[config.mk]
export PLATFORM = sky130hd
export DESIGN_NAME = ddr_cmd_sched
export DESIGN_NICKNAME = d
export VERILOG_FILES = /design/src/rtl/ddr_sched_pkg.sv /design/src/rtl/ddr_bank_timer.sv /design/src/rtl/ddr_bus_turn.sv /design/src/rtl/ddr_cmd_sched.sv
export SDC_FILE = /design/constraint.sdc
export NUM_CORES = 1
export LEC_CHECK = 0
export CAP_MARGIN = 25
export CELL_PAD_IN_SITES_DETAIL_PLACEMENT = 0
export CELL_PAD_IN_SITES_GLOBAL_PLACEMENT = 2
export CORE_ASPECT_RATIO = 0.8
export CORE_MARGIN = 8
export CORE_UTILIZATION = 25
export CTS_BUF_LIST = sky130_fd_sc_hd__clkbuf_4 sky130_fd_sc_hd__clkbuf_8 sky130_fd_sc_hd__clkbuf_16
export CTS_CLUSTER_DIAMETER = 120
export DETAILED_ROUTE_END_ITERATION = 16
export PLACE_DENSITY = 0.57
export SLEW_MARGIN = 20
export SYNTH_ARGS = -nofsm -noshare
export SYNTH_HDL_FRONTEND = slang
export SYNTH_SLANG_ARGS = --single-unit
[constraint.sdc]
create_clock -name clk -period 8.37 [get_ports clk]
set_clock_uncertainty 0.1 [all_clocks]
set_input_delay 1.2555 -clock clk [delete_from_list [all_inputs] [get_ports clk]]
set_output_delay 1.2555 -clock clk [all_outputs]
set_load 0.005 [all_outputs]
[src/rtl/ddr_sched_pkg.sv]
// Shared types for the DDR command scheduler.
// Assumes: auto-precharge / all-bank select lives on address bit 10.
package ddr_sched_pkg;
    typedef enum logic [2:0] {
        CMD_DESL,
        CMD_ACT,
        CMD_RD,
        CMD_WR,
        CMD_PRE
    } cmd_e;

    localparam int AP_BIT = 10;
endpackage

[src/rtl/ddr_bank_timer.sv]
// Per-bank state: open flag, open row and three down-counters that gate
// row open, column access and row close for this bank.
// Assumes: at most one of do_act/do_pre/do_rd/do_wr is high per cycle, and
// each is only raised when the matching *_ok output is high.
module ddr_bank_timer #(
    parameter int ROW_W  = 13,
    parameter int CNT_W  = 6,
    parameter int T_RCD  = 3,
    parameter int T_RP   = 3,
    parameter int T_RAS  = 6,
    parameter int T_RC   = 10,
    parameter int RD2PRE = 2,
    parameter int WR2PRE = 5
) (
    input  logic             clk,
    input  logic             rst_n,
    input  logic             do_act,
    input  logic             do_pre,
    input  logic             do_rd,
    input  logic             do_wr,
    input  logic             ap,
    input  logic [ROW_W-1:0] act_row,
    output logic             is_open,
    output logic [ROW_W-1:0] open_row,
    output logic             act_ok,
    output logic             col_ok,
    output logic             pre_ok
);
    logic [CNT_W-1:0] act_cnt, col_cnt, pre_cnt;
    logic [CNT_W-1:0] gap, ap_start, ap_act;

    function automatic logic [CNT_W-1:0] dec(input logic [CNT_W-1:0] v);
        return (v == '0) ? v : v - CNT_W'(1);
    endfunction

    function automatic logic [CNT_W-1:0] umax(input logic [CNT_W-1:0] a,
                                              input logic [CNT_W-1:0] b);
        return (a > b) ? a : b;
    endfunction

    // Close gap for the current column command and the derived reopen point.
    always_comb begin
        gap      = do_wr ? CNT_W'(WR2PRE) : CNT_W'(RD2PRE);
        ap_start = umax(pre_cnt, gap);
        ap_act   = ap_start + CNT_W'(T_RP - 1);
    end

    // Bank state and counter update.
    always_ff @(posedge clk) begin
        if (!rst_n) begin
            is_open  <= 1'b0;
            open_row <= '0;
            act_cnt  <= '0;
            col_cnt  <= '0;
            pre_cnt  <= '0;
        end else begin
            act_cnt <= dec(act_cnt);
            col_cnt <= dec(col_cnt);
            pre_cnt <= dec(pre_cnt);
            if (do_act) begin
                is_open  <= 1'b1;
                open_row <= act_row;
                act_cnt  <= CNT_W'(T_RC - 1);
                col_cnt  <= CNT_W'(T_RCD - 1);
                pre_cnt  <= CNT_W'(T_RAS - 1);
            end else if (do_pre) begin
                is_open <= 1'b0;
                act_cnt <= umax(dec(act_cnt), CNT_W'(T_RP - 1));
            end else if (do_rd || do_wr) begin
                pre_cnt <= umax(dec(pre_cnt), gap - CNT_W'(1));
                if (ap) begin
                    is_open <= 1'b0;
                    act_cnt <= umax(dec(act_cnt), ap_act);
                end
            end
        end
    end

    assign act_ok = !is_open && (act_cnt == '0);
    assign col_ok = is_open && (col_cnt == '0);
    assign pre_ok = is_open && (pre_cnt == '0);
endmodule

[src/rtl/ddr_bus_turn.sv]
// Shared data-bus spacing: column-to-column and read/write turnaround.
// Assumes: do_rd and do_wr are never high together.
module ddr_bus_turn #(
    parameter int CNT_W     = 6,
    parameter int BURST_GAP = 2,
    parameter int RD2WR     = 4,
    parameter int WR2RD     = 5
) (
    input  logic clk,
    input  logic rst_n,
    input  logic do_rd,
    input  logic do_wr,
    output logic rd_ok,
    output logic wr_ok
);
    logic [CNT_W-1:0] rd_cnt, wr_cnt;

    function automatic logic [CNT_W-1:0] dec(input logic [CNT_W-1:0] v);
        return (v == '0) ? v : v - CNT_W'(1);
    endfunction

    function automatic logic [CNT_W-1:0] umax(input logic [CNT_W-1:0] a,
                                              input logic [CNT_W-1:0] b);
        return (a > b) ? a : b;
    endfunction

    // Counters for the next legal read and next legal write.
    always_ff @(posedge clk) begin
        if (!rst_n) begin
            rd_cnt <= '0;
            wr_cnt <= '0;
        end else if (do_rd) begin
            rd_cnt <= umax(dec(rd_cnt), CNT_W'(BURST_GAP - 1));
            wr_cnt <= umax(dec(wr_cnt), CNT_W'(RD2WR - 1));
        end else if (do_wr) begin
            wr_cnt <= umax(dec(wr_cnt), CNT_W'(BURST_GAP - 1));
            rd_cnt <= umax(dec(rd_cnt), CNT_W'(WR2RD - 1));
        end else begin
            rd_cnt <= dec(rd_cnt);
            wr_cnt <= dec(wr_cnt);
        end
    end

    assign rd_ok = (rd_cnt == '0);
    assign wr_ok = (wr_cnt == '0);
endmodule

[src/rtl/ddr_cmd_sched.sv]
// Top of the DDR command scheduler. Picks one command per cycle for the
// pending request and registers it onto the command pins.
// Assumes: request fields are stable while req_valid is high and not yet
// accepted; COL_W <= AP_BIT; ROW_W > AP_BIT.
module ddr_cmd_sched #(
    parameter int BANK_W = 2,
    parameter int ROW_W  = 13,
    parameter int COL_W  = 10,
    parameter int BL     = 4,
    parameter int T_RCD  = 3,
    parameter int T_RP   = 3,
    parameter int T_RAS  = 6,
    parameter int T_RC   = 10,
    parameter int T_WR   = 2,
    parameter int T_WTR  = 2,
    parameter int T_RTW  = 4
) (
    input  logic              clk,
    input  logic              rst_n,
    input  logic              stall,
    input  logic              req_valid,
    output logic              req_ready,
    input  logic              req_write,
    input  logic              req_ap,
    input  logic [BANK_W-1:0] req_bank,
    input  logic [ROW_W-1:0]  req_row,
    input  logic [COL_W-1:0]  req_col,
    output logic              cs_n,
    output logic              ras_n,
    output logic              cas_n,
    output logic              we_n,
    output logic [BANK_W-1:0] ba,
    output logic [ROW_W-1:0]  addr
);
    import ddr_sched_pkg::*;

    localparam int NBANK  = 1 << BANK_W;
    localparam int HALF   = BL / 2;
    localparam int WR2RD  = 1 + HALF + T_WTR;
    localparam int WR2PRE = 1 + HALF + T_WR;
    localparam int CNT_W  = $clog2(T_RC + T_RAS + WR2PRE + T_RP + WR2RD + T_RTW + 2) + 1;

    cmd_e             sel;
    logic [NBANK-1:0] bk_open, bk_act_ok, bk_col_ok, bk_pre_ok;
    logic [ROW_W-1:0] bk_row [NBANK];
    logic             rd_ok, wr_ok;
    logic [ROW_W-1:0] col_word;

    for (genvar b = 0; b < NBANK; b++) begin : g_bank
        logic hit;
        assign hit = (req_bank == BANK_W'(b));
        ddr_bank_timer #(
            .ROW_W(ROW_W), .CNT_W(CNT_W), .T_RCD(T_RCD), .T_RP(T_RP),
            .T_RAS(T_RAS), .T_RC(T_RC), .RD2PRE(HALF), .WR2PRE(WR2PRE)
        ) u_timer (
            .clk     (clk),
            .rst_n   (rst_n),
            .do_act  (hit && sel == CMD_ACT),
            .do_pre  (hit && sel == CMD_PRE),
            .do_rd   (hit && sel == CMD_RD),
            .do_wr   (hit && sel == CMD_WR),
            .ap      (req_ap),
            .act_row (req_row),
            .is_open (bk_open[b]),
            .open_row(bk_row[b]),
            .act_ok  (bk_act_ok[b]),
            .col_ok  (bk_col_ok[b]),
            .pre_ok  (bk_pre_ok[b])
        );
    end

    ddr_bus_turn #(
        .CNT_W(CNT_W), .BURST_GAP(HALF), .RD2WR(T_RTW), .WR2RD(WR2RD)
    ) u_turn (
        .clk  (clk),
        .rst_n(rst_n),
        .do_rd(sel == CMD_RD),
        .do_wr(sel == CMD_WR),
        .rd_ok(rd_ok),
        .wr_ok(wr_ok)
    );

    // Choose the next command for the pending request.
    always_comb begin
        sel       = CMD_DESL;
        req_ready = 1'b0;
        if (req_valid) begin
            if (bk_open[req_bank]) begin
                if (bk_row[req_bank] == req_row) begin
                    if (!stall && bk_col_ok[req_bank] && (req_write ? wr_ok : rd_ok)) begin
                        sel       = req_write ? CMD_WR : CMD_RD;
                        req_ready = 1'b1;
                    end
                end else if (bk_pre_ok[req_bank]) begin
                    sel = CMD_PRE;
                end
            end else if (!stall && bk_act_ok[req_bank]) begin
                sel = CMD_ACT;
            end
        end
    end

    // Column address word with the auto-precharge flag on bit AP_BIT.
    always_comb begin
        col_word              = '0;
        col_word[COL_W-1:0]   = req_col;
        col_word[AP_BIT]      = req_ap;
    end

    // Register the chosen command onto the pins.
    always_ff @(posedge clk) begin
        if (!rst_n) begin
            {cs_n, ras_n, cas_n, we_n} <= 4'b1111;
            ba   <= '0;
            addr <= '0;
        end else begin
            ba   <= req_bank;
            addr <= '0;
            unique case (sel)
                CMD_ACT: begin
                    {cs_n, ras_n, cas_n, we_n} <= 4'b0011;
                    addr <= req_row;
                end
                CMD_RD: begin
                    {cs_n, ras_n, cas_n, we_n} <= 4'b0101;
                    addr <= col_word;
                end
                CMD_WR: begin
                    {cs_n, ras_n, cas_n, we_n} <= 4'b0100;
                    addr <= col_word;
                end
                CMD_PRE: {cs_n, ras_n, cas_n, we_n} <= 4'b0010;
                default: begin
                    {cs_n, ras_n, cas_n, we_n} <= 4'b1111;
                    ba <= '0;
                end
            endcase
        end
    end
endmodule

==> results.txt <==
Clk pin slew, worst setup/hold paths = 80 ps
Yosys reg bits = 173
DR DRC count = 0
CP Launch Point = req_bank[1]
Max Cap Violations = 0
Root Buffer = clkbuf_16
Die Width = 247 um
Max Root-Sink Buffers = 2
Crit-path slowest cell = clkdlybuf4s50_1
Critical path type = in -> reg
Final Hold Fails = 0
RSZ-0062 raised after global routing = no
FP Rows = 67
Ratio of cells with drive above 1 in the final layout = 8.77%
Worst slew margin = 44.8%
Power Dens Cells = 400 mW/mm2
Die Ht = 201 um
Synth Area per Inst = 8.22 um2
Worst VDD drop = 0.000107 V
Setup violations, final = 0
CP Capture Type = register
Global-route wire length before repair = 54800 um
Sequential power share = 26.1%
Outcome = completed
Clk sinks = 173
CTS H-tree depth = 4
IO Port Bufs = 50
Layout net count = 1451
Routed vias/inst = 4.75
FF-to-FF path depth = 28
Switching part of the total = 45.2%
R2R setup slack = 1490 ps
Required time of the critical path = 8660 ps
Cells after Synth = 1295
FMAX = 129 MHz
Fin area = 0.0124 mm2
Asr flop ratio synth = 0%
Hold Buf Count CTS = 0
Critical R2R Capture = g_bank[2].u_timer.act_cnt[3]$_SDFF_PN0_
CTS buffer count = 17
Crit-path max cell delay = 590 ps
Die Area = 0.0495 mm2
WL/cell = 18.1 um
Clock share of power = 16.3%
FF-to-FF Start = u_turn.rd_cnt[2]$_SDFF_PN0_
Crit path launch type = input port
Area Growth Syn to Fin = 16.9%
Hold_ws = 351 ps
Most used flip-flop cell after synthesis = dfxtp_1
Routability cong. = 0.750
Synthesized area = 0.0106 mm2
Max-slew violation count = 0
Largest net degree at the start of global routing = 84
Number of global-route vias before repair = 9149
Post-synth EDFFs = 0
Vias = 9073
Comb pwr share = 57.6%
Final ANT Viol Nets = 0
Initial Util = 25.4%
Placed inst area = 0.0118 mm2
P_sw = 2.25 mW
Tmin final = 7730 ps
Worst setup path end = g_bank[2].u_timer.act_cnt[3]$_SDFF_PN0_
Worst path arrival time = 8020 ps
Syn nets = 1402
TritonCTS clock tree = done
CP max FO = 11
YS warnings = 0
Cell variety after synth = 84
Total Neg Setup Slack = 0 ps
All-Layer GR Usage = 14.2%
Remaining Overflow, GRT = 0
Leakage Power = 4.76 nW
Sequential area share after synthesis = 32.5%
Routed WL = 34500 um
Hold Crit Class = reg -> reg
P_int = 2.73 mW
Ports = 51
Initial antenna violation count = 0
Initial DRC Count = 510
Clk Latency, worst-skew pair = 460 ps
Period utilisation layout = 92.4%
Dpl hpwl = 25300 um
Worst-margin pin slew = 826 ps
Pre-antenna DRT Iters = 6
Area of the core = 0.0419 mm2
==> flip-flops by register name, indices dropped and copies added (netlist names) <==
register / cells
cas_n: 1
u_turn.wr_cnt: 7
addr: 13
cs_n: 1
u_turn.rd_cnt: 7
g_bank.u_timer.col_cnt: 28
we_n: 1
g_bank.u_timer.is_open: 4
ba: 2
g_bank.u_timer.pre_cnt: 28
ras_n: 1
g_bank.u_timer.act_cnt: 28
g_bank.u_timer.open_row: 52
==> placed cells by master (no fill, tap or decap), types with 10 or more instances in the layout <==
| master | n |
|---|---|
| nand3_1 | 43 |
| nor2b_1 | 16 |
| inv_1 | 60 |
| nand2b_1 | 11 |
| a21oi_1 | 112 |
| mux2i_1 | 27 |
| and3_1 | 10 |
| nand4_1 | 20 |
| o21a_1 | 11 |
| nor2_1 | 138 |
| clkbuf_16 | 17 |
| ha_1 | 76 |
| xnor2_1 | 59 |
| clkdlybuf4s50_1 | 49 |
| a22oi_1 | 11 |
| dfxtp_1 | 173 |
| nand2_1 | 185 |
| nor3_1 | 40 |
| buf_4 | 36 |
| xor2_1 | 31 |
| o21ai_0 | 33 |
==> cells in the mapped netlist (all sizes together) (12+ instances only) <==
cell / count / area [um2]
clkbuf: 44 / 165
mux4: 12 / 285
nor2: 139 / 524
nor3: 44 / 246
xnor2: 62 / 566
a211oi: 12 / 113
inv: 61 / 229
nand4: 22 / 159
o21ai: 37 / 185
ha: 76 / 951
nor2b: 16 / 100
a21oi: 112 / 561
nand3: 44 / 225
mux2i: 27 / 270
mux2: 12 / 135
xor2: 31 / 272
nand2: 185 / 694
buf: 13 / 96.3
dfxtp: 173 / 3460
==> worst min-delay path by stage <==
stage,endpoint,slack (ps),cells after the start,start
6_report,g_bank[2].u_timer.open_row[8]$_SDFFE_PN0P_,350,2,g_bank[2].u_timer.open_row[8]$_SDFFE_PN0P_
5_1_grt,g_bank[0].u_timer.open_row[4]$_SDFFE_PN0P_,370,2,g_bank[0].u_timer.open_row[4]$_SDFFE_PN0P_
4_1_cts,g_bank[2].u_timer.open_row[8]$_SDFFE_PN0P_,350,2,g_bank[2].u_timer.open_row[8]$_SDFFE_PN0P_
3_5_place_dp,g_bank[0].u_timer.open_row[9]$_SDFFE_PN0P_,340,2,g_bank[0].u_timer.open_row[9]$_SDFFE_PN0P_
3_3_place_gp,g_bank[0].u_timer.open_row[5]$_SDFFE_PN0P_,340,2,g_bank[0].u_timer.open_row[5]$_SDFFE_PN0P_
2_1_floorplan,g_bank[1].u_timer.open_row[0]$_SDFFE_PN0P_,330,2,g_bank[1].u_timer.open_row[0]$_SDFFE_PN0P_
==> routing by layer <==
metal	routed length, um	up-vias	track usage, %
li1	-	4636	-
met3	1060	22	2.65
met4	495	0	3.57
met1	18000	4289	20.5
met2	14900	126	21.3
met5	0	-	0
==> area by class of cell <==
cell class                      instances  area (um2)
Sequential cell                       173        3460
Tap cell                              552         691
Timing Repair Buffer                   87         793
Inverter                               62         234
Fill cell                            4600       29500
Multi-Input combinational cell       1003        6690
Clock buffer                           19         440
Antenna cell                            1        2.50
Clock inverter                         13         136
==> stage by stage <==
stage               worst slack, ps  power [mW]  std cells  util (%)
floorplan                      1160        3.49       1295         -
global placement               52.6        4.24       1874      28.2
detailed placement             33.9        4.19       1874      28.2
CTS                             487        5.05       1906      29.6
global route                   45.5        5.51       1909      29.7
finish                          635        4.98       1910      29.7
==> timing repair <==
action / 4_1_cts / 5_1_grt
endpoints found under the setup margin: 0 / 4
hold endpoints to repair: 0 / 0
setup buffers: 0 / 2
gates resized for setup: 0 / 0
==> logic make-up (layout without fill, tap and decap cells) <==
family	count (synthesis)	after routing	synth area share [%]
xor+xnor	93	93	7.86
compound gates	239	239	14.3
simple gates	544	544	25.2
buf+inv	119	181	4.64
flops	173	173	32.5
mux	51	51	6.49
other cells	0	1	0
fa+ha+maj	76	76	8.93
==> power by group through the flow <==
stage,combinational [mW],sequential [mW],clock (mW)
6_report,2.87,1.30,0.814
5_1_grt,3.29,1.34,0.883
4_1_cts,2.90,1.30,0.852
3_5_place_dp,2.87,1.32,0
3_3_place_gp,2.91,1.33,0
2_1_floorplan,2.28,1.21,0
==> worst max-delay path, delay by kind of cell <==
family / cells / cell delay, ps
XOR/XNOR: 1 / 260
AO/OA/AOI/OAI: 7 / 1200
buffers and inverters: 5 / 1310
multiplexers: 2 / 400
AND/OR/NAND/NOR: 12 / 2830
adder cells (fa/ha/maj): 3 / 750
No activity file was read; power rests on OpenSTA's default activity.
